File: config.mk
export PLATFORM = sky130hd
export DESIGN_NAME = ovm_mixer
export DESIGN_NICKNAME = d
export VERILOG_FILES = /design/src/rtl/ovm_pkg.sv /design/src/rtl/ovm_palette.sv /design/src/rtl/ovm_blend_lane.sv /design/src/rtl/ovm_mixer.sv
export SDC_FILE = /design/constraint.sdc
export NUM_CORES = 1
export LEC_CHECK = 0
export BUFFER_PORTS_ARGS = -buffer_cell sky130_fd_sc_hd__buf_4
export CORE_MARGIN = 8
export CORE_UTILIZATION = 24
export CTS_BUF_LIST = sky130_fd_sc_hd__clkbuf_4 sky130_fd_sc_hd__clkbuf_8
export CTS_CLUSTER_DIAMETER = 150
export CTS_CLUSTER_SIZE = 12
export DETAILED_ROUTE_END_ITERATION = 8
export GPL_ROUTABILITY_DRIVEN = 0
export PLACE_DENSITY = 0.39
export SLEW_MARGIN = 20
export SYNTH_ARGS = -nofsm -noshare
export SYNTH_HDL_FRONTEND = slang
export SYNTH_SLANG_ARGS = --single-unit
export TNS_END_PERCENT = 100
File: constraint.sdc
create_clock -name clk -period 1 [get_ports clk]
set_input_delay 0.05 -clock clk [delete_from_list [all_inputs] [get_ports clk]]
set_output_delay 0.05 -clock clk [all_outputs]
set_load 0.05 [all_outputs]
File: src/rtl/ovm_pkg.sv
package ovm_pkg;

    typedef struct packed {
        logic [7:0] y;
        logic [7:0] cb;
        logic [7:0] cr;
    } ycc8_t;

    // Seven 75%-amplitude colours, 8-bit nominal-range values.
    function automatic ycc8_t palette8(input logic [2:0] code);
        ycc8_t c;
        unique case (code)
            3'd1:    c = '{y: 8'd180, cb: 8'd128, cr: 8'd128};
            3'd2:    c = '{y: 8'd162, cb: 8'd44,  cr: 8'd142};
            3'd3:    c = '{y: 8'd131, cb: 8'd156, cr: 8'd44};
            3'd4:    c = '{y: 8'd112, cb: 8'd72,  cr: 8'd58};
            3'd5:    c = '{y: 8'd84,  cb: 8'd184, cr: 8'd198};
            3'd6:    c = '{y: 8'd65,  cb: 8'd100, cr: 8'd212};
            3'd7:    c = '{y: 8'd35,  cb: 8'd212, cr: 8'd114};
            default: c = '{y: 8'd16,  cb: 8'd128, cr: 8'd128};
        endcase
        return c;
    endfunction

endpackage

File: src/rtl/ovm_palette.sv
module ovm_palette #(
    parameter int DATA_W = 8
) (
    input  logic [2:0]        code,
    output logic [DATA_W-1:0] col_y,
    output logic [DATA_W-1:0] col_cb,
    output logic [DATA_W-1:0] col_cr
);
    localparam int LSH = DATA_W - 8;

    ovm_pkg::ycc8_t base;

    always_comb begin
        base   = ovm_pkg::palette8(code);
        col_y  = DATA_W'(base.y)  << LSH;
        col_cb = DATA_W'(base.cb) << LSH;
        col_cr = DATA_W'(base.cr) << LSH;
    end
endmodule

File: src/rtl/ovm_blend_lane.sv
module ovm_blend_lane #(
    parameter int          DATA_W = 8,
    parameter logic [15:0] LO     = 16'd16,
    parameter logic [15:0] HI     = 16'd235
) (
    input  logic [DATA_W-1:0] pix,
    input  logic [DATA_W-1:0] ovl,
    input  logic [1:0]        mix,
    output logic [DATA_W-1:0] res
);
    localparam int SW = DATA_W + 3;
    localparam logic [DATA_W:0] LO_X = (DATA_W+1)'(LO);
    localparam logic [DATA_W:0] HI_X = (DATA_W+1)'(HI);

    logic [2:0]      w_ovl;
    logic [2:0]      w_pix;
    logic [SW-1:0]   acc;
    logic [DATA_W:0] avg;

    always_comb begin
        w_ovl = {1'b0, mix} + 3'd1;
        w_pix = 3'd4 - w_ovl;
        acc   = SW'(ovl) * SW'(w_ovl) + SW'(pix) * SW'(w_pix) + SW'(2);
        avg   = acc[SW-1:2];
        if (avg < LO_X)
            res = LO_X[DATA_W-1:0];
        else if (avg > HI_X)
            res = HI_X[DATA_W-1:0];
        else
            res = avg[DATA_W-1:0];
    end
endmodule

File: src/rtl/ovm_mixer.sv
module ovm_mixer #(
    parameter int DATA_W = 8
) (
    input  logic              clk,
    input  logic              rst_n,
    input  logic              in_valid,
    input  logic              in_blank,
    input  logic [DATA_W-1:0] in_y,
    input  logic [DATA_W-1:0] in_cb,
    input  logic [DATA_W-1:0] in_cr,
    input  logic [2:0]        ovl_code,
    input  logic [1:0]        mix_lvl,
    output logic              out_valid,
    output logic              out_blank,
    output logic [DATA_W-1:0] out_y,
    output logic [DATA_W-1:0] out_cb,
    output logic [DATA_W-1:0] out_cr
);
    localparam int          LANES = 3;
    localparam int          LSH   = DATA_W - 8;
    localparam logic [15:0] Y_LO  = 16'(16)  << LSH;
    localparam logic [15:0] Y_HI  = 16'(235) << LSH;
    localparam logic [15:0] C_LO  = 16'(16)  << LSH;
    localparam logic [15:0] C_HI  = 16'(240) << LSH;

    logic [DATA_W-1:0] col_y, col_cb, col_cr;
    logic [DATA_W-1:0] pix_v [LANES];
    logic [DATA_W-1:0] ovl_v [LANES];
    logic [DATA_W-1:0] mix_v [LANES];
    logic [DATA_W-1:0] nxt   [LANES];
    logic              use_ovl;

    ovm_palette #(.DATA_W(DATA_W)) pal_i (
        .code   (ovl_code),
        .col_y  (col_y),
        .col_cb (col_cb),
        .col_cr (col_cr)
    );

    assign pix_v[0] = in_y;
    assign pix_v[1] = in_cb;
    assign pix_v[2] = in_cr;
    assign ovl_v[0] = col_y;
    assign ovl_v[1] = col_cb;
    assign ovl_v[2] = col_cr;
    assign use_ovl  = (ovl_code != 3'd0);

    for (genvar g = 0; g < LANES; g++) begin : g_lane
        localparam logic [15:0] LO_G = (g == 0) ? Y_LO : C_LO;
        localparam logic [15:0] HI_G = (g == 0) ? Y_HI : C_HI;
        ovm_blend_lane #(.DATA_W(DATA_W), .LO(LO_G), .HI(HI_G)) lane_i (
            .pix (pix_v[g]),
            .ovl (ovl_v[g]),
            .mix (mix_lvl),
            .res (mix_v[g])
        );
        assign nxt[g] = use_ovl ? mix_v[g] : pix_v[g];
    end

    always_ff @(posedge clk or negedge rst_n) begin
        if (!rst_n) begin
            out_valid <= 1'b0;
            out_blank <= 1'b0;
            out_y     <= '0;
            out_cb    <= '0;
            out_cr    <= '0;
        end else begin
            out_valid <= in_valid;
            out_blank <= in_blank;
            if (in_valid) begin
                out_y  <= nxt[0];
                out_cb <= nxt[1];
                out_cr <= nxt[2];
            end
        end
    end

    AST_VALID_LAT: assert property (@(posedge clk) disable iff (!rst_n)
        out_valid == $past(in_valid) || !$past(rst_n));
    AST_BLANK_LAT: assert property (@(posedge clk) disable iff (!rst_n)
        in_blank |=> out_blank);
    AST_PASS_THRU: assert property (@(posedge clk) disable iff (!rst_n)
        (in_valid && ovl_code == 3'd0) |=>
        (out_y == $past(in_y) && out_cb == $past(in_cb) && out_cr == $past(in_cr)));
    AST_FULL_MIX: assert property (@(posedge clk) disable iff (!rst_n)
        (in_valid && ovl_code != 3'd0 && mix_lvl == 2'd3) |=>
        (out_y == $past(col_y) && out_cb == $past(col_cb) && out_cr == $past(col_cr)));
    AST_CLAMP_RANGE: assert property (@(posedge clk) disable iff (!rst_n)
        (in_valid && ovl_code != 3'd0) |=>
        (16'(out_y) >= Y_LO && 16'(out_y) <= Y_HI &&
         16'(out_cb) >= C_LO && 16'(out_cb) <= C_HI &&
         16'(out_cr) >= C_LO && 16'(out_cr) <= C_HI));
    AST_IDLE_HOLD: assert property (@(posedge clk) disable iff (!rst_n)
        !in_valid |=> ($stable(out_y) && $stable(out_cb) && $stable(out_cr)));
endmodule

**Yosys cells after proc, flatten, opt, wreduce, memory -nomap -nowiden**

Index checks and enable logic that the tools add are counted.

- $add $sub $neg: 8
- Equality and inequality tests: 7
- Multiply operators: 6
- Reductions and logical operators: 1
- Muxes and demuxes: 10
- Bitwise operators: 0
- Shifts and indexed selects: 0
- Order comparisons: 6
- Divide/modulo/power cells: 0

Operator list:

| kind | number |
|---|---|
| $pmux 24 s7 | 1 |
| $mux 8 | 9 |
| $mul 8x3->11 | 6 |
| $add 11x11->11 | 3 |
| $add 11x2->11 const B | 3 |
| $gt 9x8->1 const B | 3 |
| $lt 9x5->1 const B | 3 |
| $eq 3x3->1 const B | 4 |
| $eq 3x2->1 const B | 2 |
| $add 2x1->3 const B | 1 |
| $eq 3x1->1 const B | 1 |
| $reduce_bool 3->1 | 1 |
| $sub 3x3->3 const A | 1 |

- Flip-flop bits (word level): 26
- Memories: 0
- Latch bits: 0
- Memory bits (read-only): 0
- Output and inout bits: 26
- Bits in writable memories: 0
- Input bits: 33

**Logic depth before layout (Yosys ltp)**

Gate-level depths: netlist (run 1).

- Depth in word-level cells: 9
- Gate-level depth with buffers: 23
- Gate-level depth less buffers: 21

**Cells and area by module**

From an unflattened synthesis (run 1), not the netlist that was laid out.

- Cell total of the unflattened synthesis: 784
- Area, all modules: 6806.5 um2

Modules (own cells, without submodules):

| module | area each (um2) | seq. area each (um2) | cells an instance | times used |
|---|---|---|---|---|
| ovm_blend_lane at g_lane[0].lane_i | 1773.0 | 0.0 | 204 | 1 |
| ovm_blend_lane at g_lane[2].lane_i | 1737.9 | 0.0 | 207 | 1 |
| ovm_blend_lane at g_lane[1].lane_i | 1732.9 | 0.0 | 198 | 1 |
| ovm_mixer | 1362.6 | 650.6 | 140 | 1 |
| ovm_palette | 200.2 | 0.0 | 35 | 1 |

**Worst setup path after synthesis (run 1)**

No wires, ideal clock.

- Path type: input to register
- Start: input port ovl_code[2]
- End: register out_cr[4]
- Arrival time: 5134 ps
- Cell stages on the path: 19
- Setup time: 123 ps
- Setup slack: -4256 ps
- Data required time: 877 ps
- Cell sequence: buf_1 -> inv_1 -> ha_1 -> or2_2 -> nor3_1 -> clkbuf_1 -> nor2_1 -> and2_1 -> fa_1 -> fa_1 -> fa_1 -> ha_1 -> nor2b_1 -> o21a_1 -> a311oi_1 -> o2bb2ai_1 -> xor2_1 -> a311o_2 -> o221a_1

- Longest elaborated chain between the ends: 9
- Elaborated cells on any way between the ends: 17
- Classes of those cells: add/sub (2); mul (1); order compare (2); eq/ne (7); mux (4); reduce/logical (1)

RTL lines:

| element | line | text |
|---|---|---|
| from (decl) | ovm_mixer.sv:11 | `input logic [2:0] ovl_code,` |
| $eq 3x3->1, or another cell as far along | ovm_pkg.sv:12 | `unique case (code)` |
| $pmux 24 s7 | ovm_pkg.sv:12 |  |
| $mul 8x3->11 | ovm_blend_lane.sv:23 | `acc = SW'(ovl) * SW'(w_ovl) + SW'(pix) * SW'(w_pix) + SW'(2);` |
| $add 11x11->11 | ovm_blend_lane.sv:23 |  |
| $add 11x2->11 | ovm_blend_lane.sv:23 |  |
| $gt 9x8->1 | ovm_blend_lane.sv:27 | `else if (avg > HI_X)` |
| $mux 8 | ovm_blend_lane.sv:27 |  |
| $mux 8 | ovm_blend_lane.sv:25 | `if (avg < LO_X)` |
| $mux 8 (*) | ovm_mixer.sv:57 | `assign nxt[g] = use_ovl ? mix_v[g] : pix_v[g];` |
| to (signal assigned) | ovm_mixer.sv:73 | `out_cr <= nxt[2];` |
| to (decl) | ovm_mixer.sv:17 | `output logic [DATA_W-1:0] out_cr` |

Every way passes the cells marked *; elsewhere a longest branch is shown, timed or not.
A chain may end at the register's enable or synchronous reset.

**Worst setup path after layout (run 1)**

Same ends and word-level chain as after synthesis.

==> results of run 1 <==
## worst reg2reg max path: stages (launching register included)
cell,delay (ps)
dfrtp_1,400
or2_2,270
o311a_1,120
## flip-flops by register name, indices dropped and copies added, names as in the netlist
signal and count:
out_cb 8, out_cr 8, out_y 8, out_blank 1, out_valid 1
## layer usage
metal / part of all wire [%] / vias to the layer above / track usage (%)
met2: 51 / 74 / 24.6
met1: 43 / 2715 / 15.7
li1: - / 2691 / -
met4: 1.5 / 0 / 2.29
met3: 4.1 / 18 / 2.18
met5: 0 / - / 0
## power groups by stage
stage	clock network, mW	registers [mW]	logic (mW)
floorplan	0	3.45	8.58
global placement	0	1.84	16.3
detailed placement	0	1.84	16.4
CTS	0.769	1.83	17.5
global route	0.821	1.89	20.2
finish	0.733	1.83	18.5
## synth_stat cells, types with 4 or more instances
| cell type | instances |
|---|---|
| xnor2_1 | 9 |
| o31ai_1 | 14 |
| nor2_1 | 74 |
| xor2_1 | 17 |
| fa_1 | 79 |
| nand2b_1 | 10 |
| a31oi_1 | 5 |
| and3_1 | 10 |
| nor2b_1 | 26 |
| a21oi_1 | 30 |
| clkbuf_1 | 20 |
| ha_1 | 47 |
| a21o_1 | 7 |
| nand3_1 | 10 |
| a311oi_1 | 7 |
| and2_1 | 45 |
| nand2_1 | 31 |
| o21ai_0 | 17 |
| or2_2 | 6 |
| dfrtp_1 | 26 |
| nor3_1 | 14 |
| or3_1 | 8 |
| inv_1 | 98 |
| o21ai_1 | 4 |
## cell type report
type	instances	area, µm²
well taps	324	405
repair buffers	250	2020
multi-input cells	526	5370
flip-flops and latches	26	651
clock buffers	4	55.1
fillers	2513	15100
inverters	100	390
## how the worst max path moves through the flow
| stage | from | to | slack, ps |
|---|---|---|---|
| final | ovl_code[2] | out_cr[4]$_DFFE_PN0P_ | -3390 |
| after global routing | ovl_code[2] | out_cb[3]$_DFFE_PN0P_ | -3540 |
| after CTS | ovl_code[2] | out_cb[2]$_DFFE_PN0P_ | -3450 |
| after detailed placement | ovl_code[1] | out_cb[2]$_DFFE_PN0P_ | -3920 |
| after global placement | ovl_code[1] | out_cr[0]$_DFFE_PN0P_ | -3880 |
| after floorplan | ovl_code[2] | out_y[2]$_DFFE_PN0P_ | -3530 |
## logic make-up (layout without fill, tap and decap cells)
kind of cell / Yosys count / in the layout
simple gates: 252 / 252
fa+ha+maj: 126 / 126
buf+inv: 125 / 354
compound gates: 117 / 117
xor+xnor: 28 / 28
flops: 26 / 26
mux: 3 / 3
## repair_timing
item / 4_1_cts / 5_1_grt
endpoints found under the setup margin: 24 / 26
hold buffers: 2 / 0
buffers inserted: 13 / 8
gates resized for setup: 42 / 56
pin swaps: 36 / 45
endpoints found under the hold margin: 27 / 0
## stage by stage
step | area (µm²) | setup TNS (ps) | utilization, % | setup slack (ps)
CTS | 8580 | -80040 | 35.7 | -3450
detailed placement | 8200 | -90330 | 34.1 | -3920
finish | 8890 | -78520 | 37.0 | -3390
global placement | 8200 | -90390 | 34.1 | -3880
floorplan | 6150 | -81250 | - | -3530
global route | 8890 | -82250 | 37.0 | -3540
==> flow_metrics.tcl, run 1 <==
set metrics [dict create \
    worst_ir_drop_vdd_v 0.00171 \
    p_per_area_nw_per_um2 2360 \
    ys_types 67 \
    switchingPower_mw 10.3 \
    cts_max_level 1 \
    wire_per_inst_um 15.2 \
    path_buf_inv 7 \
    hold_violations 0 \
    hold_path_end "out_valid$_DFF_PN0_" \
    synth_area_leaders "fa_1 (27%), dfrtp_1 (11%), ha_1 (10%), inv_1 (6.3%), and2_1 (4.8%)" \
    antenna_left 0 \
    max-cap-violations 0 \
    nNetsFinal 1066 \
    ys.flop_type "dfrtp_1" \
    die_y_um 172 \
    yosys.area_share.simple_pct 23.7 \
    die-area_um2 29500 \
    p_leak_nw 4.21 \
    setup_ws_ps -3390 \
    hp-class "primary input to register" \
    diodes 0 \
    worstSetupPathType "primary input to register" \
    grt_max_degree 27 \
    grt_pass1_wl_um 31400 \
    skew_ps 0 \
    antenna_found_initial 0 \
    p_int_mw 10.7 \
    cp_top_family "adder cells" \
    worstPathArrival_ps 4570 \
    final_common_cell "buf_4" \
    fin_crit_sh_pct 439 \
    whs_ps 71.0 \
    row_count 57 \
    rsz0062_at_grt "true" \
    synth_compound_area_share_pct 14.5 \
    synth_edf_count 0 \
    routed_via_density 4.47 \
    fp.coreArea_um2 24000 \
    cts.sinks 26 \
    synth_top_family_by_area "adder cells" \
    drtIter0Drc 205 \
    synth_fp_nets 836 \
    hold_depth 2 \
    drt_drc_violations_left 0 \
    num_vias 5498 \
    netSwitchingFraction_pct 49.2 \
    r2r-start "out_y[4]$_DFFE_PN0P_" \
    cpPeakStageDelay_ps 540 \
    start_util_pct 24.2 \
    syn_inst 677 \
    final_cell_mix "buf_4 (232), inv_1 (88), fa_1 (77), nor2_1 (63), and2_1 (40)" \
    layout.cells.non_filler 1230 \
    placed_cells 1204 \
    finalPower_mw 21.0 \
    pwr-share-seq_pct 8.7 \
    cts.clk_slew.worst_paths_ps 100 \
    power_frac_comb_pct 87.8 \
    worstSetupPathDepth 21 \
    ys_seq_area_share_pct 11.2 \
    cts_buffers 3 \
    start_kind "primary input" \
    tritoncts "done" \
    reg2regPathDepth 2 \
    first_pass_iters 4 \
    slew_headroom_pct 71.6 \
    grt_pass1_vias 6248 \
    synth_mux_area_share_pct 0.580 \
    gr-usage-all-layers_pct 13.2 \
    synth_adder_area_share_pct 37.3 \
    cts-root-buf "clkbuf_8" \
    crit_chain "buf_12 -> buf_12 -> nor3_4 -> nor3_4 -> buf_6 -> buf_12 -> or3_4 -> fa_1 -> inv_1 -> fa_1 -> inv_2 -> fa_1 -> inv_2 -> ha_4 -> o21ai_2 -> a21o_1 -> or3_4 -> mux2i_2 -> nor2_2 -> a311o_2 -> o221a_1" \
    ioPinCount 59 \
    die_x_um 172 \
    status "finished with violations" \
    slew_viol_final 0 \
    area_growth_pct 52.8 \
    critical_path.max_fanout 5 \
    r2r-end "out_y[4]$_DFFE_PN0P_" \
    synth_top_area_share_pct 27.2 \
    dp_hpwl_um 15900 \
    clk_latency_ps 280 \
    drt_wl_total_um 18700 \
    synth_xor_area_share_pct 4.47 \
    ys_seq_elements 26 \
    end_kind "register" \
    clkPwrFrac_pct 3.5 \
    final_layout_size_suffix_gt1_share_pct 41.6 \
    portBuffers 58 \
    synth.avg_cell_area_um2 8.60 \
    grt_overflow 0 \
    cts_max_path_buffers 2 \
    setup_viol 24 \
    required_ps 1180 \
    worst_pin_slew_ps 421 \
    fin_crit_ps 4390 \
    async_flop_share_pct 100 \
    fmax_mhz 228 \
    worstHoldStart "in_valid" \
    regToRegSetupSlack_ps 110 \
    worst_path_max_delay_cell "fa_1" \
    yosys_warnings 0 \
    syn_area_um2 5820 \
    violations "setup timing" \
    synth_area_leader_cell "fa_1" \
]
Power figures use the tool's default switching activity.
==> run 2, diff against run 1 <==
- PLACE_DENSITY: 0.39 -> default
==> run 2 against run 1 <==
  * The flow still finishes with violations (setup timing)
  * Power up 2.5%
  * Utilization grew 0.22 points
  * Count of clock-buffer cells in the layout stayed put
  * Non-clock buffer count rose by 7
  * Register-to-register slack about the same
  * Clock skew unchanged
  * Via count grew 0.35%
  * Worst hold slack worse by 27 ps
  * First-iteration DRC count increased by 1.5%
  * Combinational power increased by 3%
  * Global-route usage fell by 0.78 points
  * Critical endpoint unchanged
  * Largest cell class unchanged
==> flow_metrics.tcl, run 2 (same netlist as run 1, synthesis figures left out) <==
set metrics [dict create \
    worstPathArrival_ps 4640 \
    clkPwrFrac_pct 3.6 \
    path_buf_inv 5 \
    rsz0062_at_grt "true" \
    p_int_mw 11.2 \
    switchingPower_mw 10.4 \
    cp-endpoint "out_cr[4]$_DFFE_PN0P_" \
    whs_ps 44.0 \
    ioPinCount 59 \
    die_x_um 172 \
    worst_ir_drop_vdd_v 0.00187 \
    cpPeakStageDelay_ps 540 \
    final_layout_size_suffix_gt1_share_pct 42.6 \
    routed_via_density 4.46 \
    grt_pass1_wl_um 29700 \
    start_kind "primary input" \
    drtIter0Drc 208 \
    violations "setup timing" \
    portBuffers 58 \
    power_frac_comb_pct 88.0 \
    status "finished with violations" \
    hold_violations 0 \
    diodes 0 \
    fin_crit_sh_pct 445 \
    cts.clk_slew.worst_paths_ps 120 \
    dp_hpwl_um 14500 \
    grt_pass1_vias 5886 \
    cts.sinks 26 \
    pwr-share-seq_pct 8.4 \
    antenna_found_initial 0 \
    required_ps 1180 \
    hp-class "primary input to register" \
    cts_max_path_buffers 2 \
    p_leak_nw 4.22 \
    slew_headroom_pct 68.3 \
    fp.coreArea_um2 24000 \
    worstSetupPathDepth 20 \
    start_util_pct 24.2 \
    worst_pin_slew_ps 472 \
    r2r-start "out_y[4]$_DFFE_PN0P_" \
    max-cap-violations 0 \
    cp_top_family "adder cells" \
    final_cell_mix "buf_4 (238), inv_1 (85), fa_1 (77), nor2_1 (61), and2_1 (41)" \
    worstSetupPathType "primary input to register" \
    grt_max_degree 27 \
    critical_path.max_fanout 5 \
    fin_crit_ps 4450 \
    antenna_left 0 \
    area_growth_pct 53.7 \
    tritoncts "done" \
    skew_ps 0 \
    place_area_um2 8140 \
    setup_ws_ps -3450 \
    reg_top3 "out_cb: 8 flops, out_cr: 8 flops, out_y: 8 flops" \
    netSwitchingFraction_pct 48.2 \
    r2r-end "out_y[4]$_DFFE_PN0P_" \
    first_pass_iters 4 \
    layout.cells.non_filler 1237 \
    drt_drc_violations_left 0 \
    cts-root-buf "clkbuf_8" \
    clk_latency_ps 280 \
    postLayoutCellArea_um2 8950 \
    worst_path_max_delay_cell "fa_1" \
    p_per_area_nw_per_um2 2410 \
    crit_start "ovl_code[2]" \
    row_count 57 \
    final_common_cell "buf_4" \
    grt_overflow 0 \
    reg2regPathDepth 2 \
    crit_top_cell "fa_1" \
    die_y_um 172 \
    end_kind "register" \
    pre_cts_ws_ps -3900 \
    setup_viol 24 \
    slew_viol_final 0 \
    crit_chain "buf_12 -> inv_6 -> ha_4 -> or2_4 -> or3_4 -> buf_6 -> o21ai_4 -> nor2_2 -> fa_1 -> fa_1 -> fa_1 -> ha_4 -> nor2b_4 -> o21a_1 -> a311oi_2 -> buf_4 -> xnor2_4 -> inv_2 -> a311o_2 -> o221a_1" \
    num_vias 5517 \
    regToRegSetupSlack_ps 110 \
    die-area_um2 29500 \
    cts_max_level 1 \
    fmax_mhz 225 \
    placed_cells 1204 \
    nNetsFinal 1073 \
    cts_buffers 3 \
    finalPower_mw 21.5 \
    gr-usage-all-layers_pct 12.4 \
    drt_wl_total_um 18100 \
    wire_per_inst_um 14.6 \
]
[run 2: worst min-delay path by stage]
stage	start	slack [ps]	cells after the start	end
after global routing	in_y[3]	60	3	out_y[3]$_DFFE_PN0P_
after CTS	in_y[3]	30	3	out_y[3]$_DFFE_PN0P_
after detailed placement	rst_n	-2	1	out_cr[1]$_DFFE_PN0P_
after floorplan	rst_n	-250	0	out_blank$_DFF_PN0_
final	in_y[3]	40	3	out_y[3]$_DFFE_PN0P_
after global placement	rst_n	-6	1	out_cr[2]$_DFFE_PN0P_
[run 2: power by group through the flow]
stage	registers, mW	logic, mW	clock network, mW
after floorplan	3.45	8.58	0
after global placement	1.83	15.9	0
after detailed placement	1.82	16.1	0
after CTS	1.81	17.9	0.801
after global routing	1.88	20.7	0.827
final	1.81	19.0	0.773
[run 2: area by class of cell]
type | instances | area, µm²
Fill cell | 2423 | 15100
Timing Repair Buffer | 257 | 2030
Multi-Input combinational cell | 526 | 5420
Inverter | 100 | 388
Clock buffer | 4 | 55.1
Tap cell | 324 | 405
Sequential cell | 26 | 651
[run 2: worst register-to-register path, stage by stage (launching register included)]
cell	delay (ps)
dfrtp_1	390
or2_2	270
o311a_1	120
[run 2: per-layer routing]
layer | GRT usage, % | routed length, µm | vias up
met5 | 0 | 0 | -
met4 | 1.42 | 109 | 0
met3 | 1.88 | 685 | 10
met2 | 21.6 | 8850 | 90
met1 | 16.4 | 8420 | 2717
li1 | - | - | 2700
[run 2: stage by stage]
step                util, %  setup TNS, ps
floorplan                 -         -81250
global placement       33.9         -89960
detailed placement     33.9         -90580
CTS                    36.3         -80330
global route           37.2         -83820
finish                 37.2         -80190
[run 2: timing repair]
action / CTS / global route
resized for setup: 69 / 42
endpoints found under the hold margin: 27 / 0
pin swaps: 53 / 39
setup buffers: 25 / 7
hold buffers: 2 / 0
setup endpoints to repair: 24 / 25
==> run 3, diff against run 2 <==
- CTS_BUF_LIST: sky130_fd_sc_hd__clkbuf_4 sky130_fd_sc_hd__clkbuf_8 -> default
==> run 3 against run 2 <==
  * Worst setup slack worse by 29 ps
  * Largest power group unchanged
  * Utilization rose by 0.31 points
  * Register-to-register slack barely moved
  * Flip-flop and latch count did not move
  * Wire length hardly changed
  * Clock skew did not move
  * The run still ends with setup timing left
==> flow_metrics.tcl, run 3 (same netlist as run 1, synthesis figures left out) <==
set metrics [dict create \
    required_ps 1150 \
    grt_pass1_wl_um 29500 \
    final_cell_mix "buf_4 (237), inv_1 (84), fa_1 (77), nor2_1 (60), and2_1 (40)" \
    reg_top3 "out_cb: 8 flops, out_cr: 8 flops, out_y: 8 flops" \
    grt_pass1_vias 5827 \
    hold_violations 0 \
    portBuffers 58 \
    first_pass_iters 4 \
    hold_path_end "out_y[3]$_DFFE_PN0P_" \
    fill_cells 2412 \
    postLayoutCellArea_um2 9020 \
    critical_path.max_fanout 4 \
    violations "setup timing" \
    fp.coreArea_um2 24000 \
    rsz0062_at_grt "true" \
    grt_overflow 0 \
    slew_headroom_pct 68.4 \
    row_count 57 \
    die-area_um2 29500 \
    worst_pin_slew_ps 470 \
    worstPathArrival_ps 4630 \
    drtIter0Drc 191 \
    start_util_pct 24.2 \
    skew_ps 0 \
    area_growth_pct 55.0 \
    cts_buffers 3 \
    die_y_um 172 \
    worstSetupPathType "primary input to register" \
    cpPeakStageDelay_ps 540 \
    p_per_area_nw_per_um2 2420 \
    worstHoldStart "in_y[3]" \
    antenna_left 0 \
    final_layout_size_suffix_gt1_share_pct 43.6 \
    r2r-start "out_y[4]$_DFFE_PN0P_" \
    regToRegSetupSlack_ps 120 \
    cts_max_level 1 \
    nNetsFinal 1073 \
    worst_ir_drop_vdd_v 0.00187 \
    worst_path_max_delay_cell "fa_1" \
    gr-usage-all-layers_pct 12.3 \
    slew_viol_final 0 \
    fin_crit_sh_pct 448 \
    drt_drc_violations_left 0 \
    clk_latency_ps 270 \
    num_vias 5530 \
    max-cap-violations 0 \
    antenna_found_initial 0 \
    setup-tns-final_ps -80950 \
    final_common_cell "buf_4" \
    tritoncts "done" \
    regArea_um2 651 \
    layout.cells.non_filler 1237 \
    end_kind "register" \
    placed_cells 1204 \
    ioPinCount 59 \
    crit_chain "buf_12 -> inv_6 -> ha_4 -> or2_4 -> or3_4 -> o211ai_1 -> nor2_1 -> fa_1 -> fa_1 -> inv_2 -> fa_1 -> inv_2 -> ha_4 -> buf_6 -> and3b_2 -> nor3_4 -> nor2_4 -> a21boi_2 -> a311oi_2 -> buf_4 -> o41ai_4 -> o31ai_1" \
    finalPower_mw 21.8 \
    place_area_um2 8140 \
    setup_ws_ps -3480 \
    r2r-end "out_y[4]$_DFFE_PN0P_" \
    drt_wl_total_um 18100 \
    cts.clk_slew.worst_paths_ps 80 \
    hold_depth 3 \
    start_kind "primary input" \
    pre_cts_ws_ps -3900 \
    setup_viol 24 \
    cts_max_path_buffers 2 \
    status "finished with violations" \
    routed_via_density 4.47 \
    dp_hpwl_um 14500 \
    hp-class "primary input to register" \
    wire_per_inst_um 14.6 \
    crit_top_cell "fa_1" \
    p_leak_nw 4.24 \
    cts-root-buf "clkbuf_16" \
    reg2regPathDepth 2 \
    multiInputGateArea_um2 5450 \
    die_x_um 172 \
    cts.sinks 26 \
    fin_crit_ps 4480 \
    fmax_mhz 223 \
    diodes 0 \
    grt_max_degree 27 \
]
-- run 3: cell counts in the layout (fill, tap and decap cells not counted) --
No cell type changed its count.
-- run 3: critical path: cells and delay by family --
| family | cells | cell delay, ps |
|---|---|---|
| AO/OA/AOI/OAI | 5 | 890 |
| buffers and inverters | 6 | 490 |
| AND/OR/NAND/NOR | 6 | 1240 |
| adder cells (fa/ha/maj) | 5 | 1950 |
-- run 3: per-layer routing --
metal	vias up	share of wire (%)	global-route usage, %
li1	2698	-	-
met1	2723	45	16.4
met2	101	49	21.4
met3	8	4.9	1.93
met4	0	0.55	1.39
met5	-	0	0
-- run 3: worst max path at each step --
| stage | depth (start not counted) | slack, ps | startpoint | to |
|---|---|---|---|---|
| after global routing | 20 | -3670 | ovl_code[2] | out_cr[4]$_DFFE_PN0P_ |
| after CTS | 22 | -3510 | ovl_code[2] | out_cb[1]$_DFFE_PN0P_ |
| after global placement | 20 | -3860 | ovl_code[1] | out_cb[0]$_DFFE_PN0P_ |
| after detailed placement | 20 | -3900 | ovl_code[1] | out_cb[1]$_DFFE_PN0P_ |
| final | 22 | -3480 | ovl_code[2] | out_cb[1]$_DFFE_PN0P_ |
| after floorplan | 20 | -3530 | ovl_code[2] | out_y[2]$_DFFE_PN0P_ |
-- run 3: cell type report --
type	count	share of cell area, %
Multi-Input combinational cell	526	60.4
Timing Repair Buffer	257	22.6
Sequential cell	26	7.21
Tap cell	324	4.49
Inverter	100	4.30
Clock buffer	4	0.985
-- run 3: stage by stage --
stage               util (%)  hold slack (ps)
floorplan                  -             -246
global placement        33.9            -5.98
detailed placement      33.9            -1.89
CTS                     36.3             65.2
global route            37.5             89.1
finish                  37.5             70.1
-- run 3: repair_timing --
| action | 4_1_cts | 5_1_grt |
|---|---|---|
| gates resized for setup | 64 | 59 |
| endpoints found under the setup margin | 24 | 24 |
| endpoints found under the hold margin | 27 | 0 |
| buffers inserted | 23 | 10 |
| pin swaps | 49 | 48 |
| hold buffers | 2 | 0 |
-- run 3: power breakdown --
group          switching [mW]  internal [mW]
Combinational            9.76           9.21
Clock                   0.433          0.616
Sequential              0.272           1.54
Total                    10.5           11.4
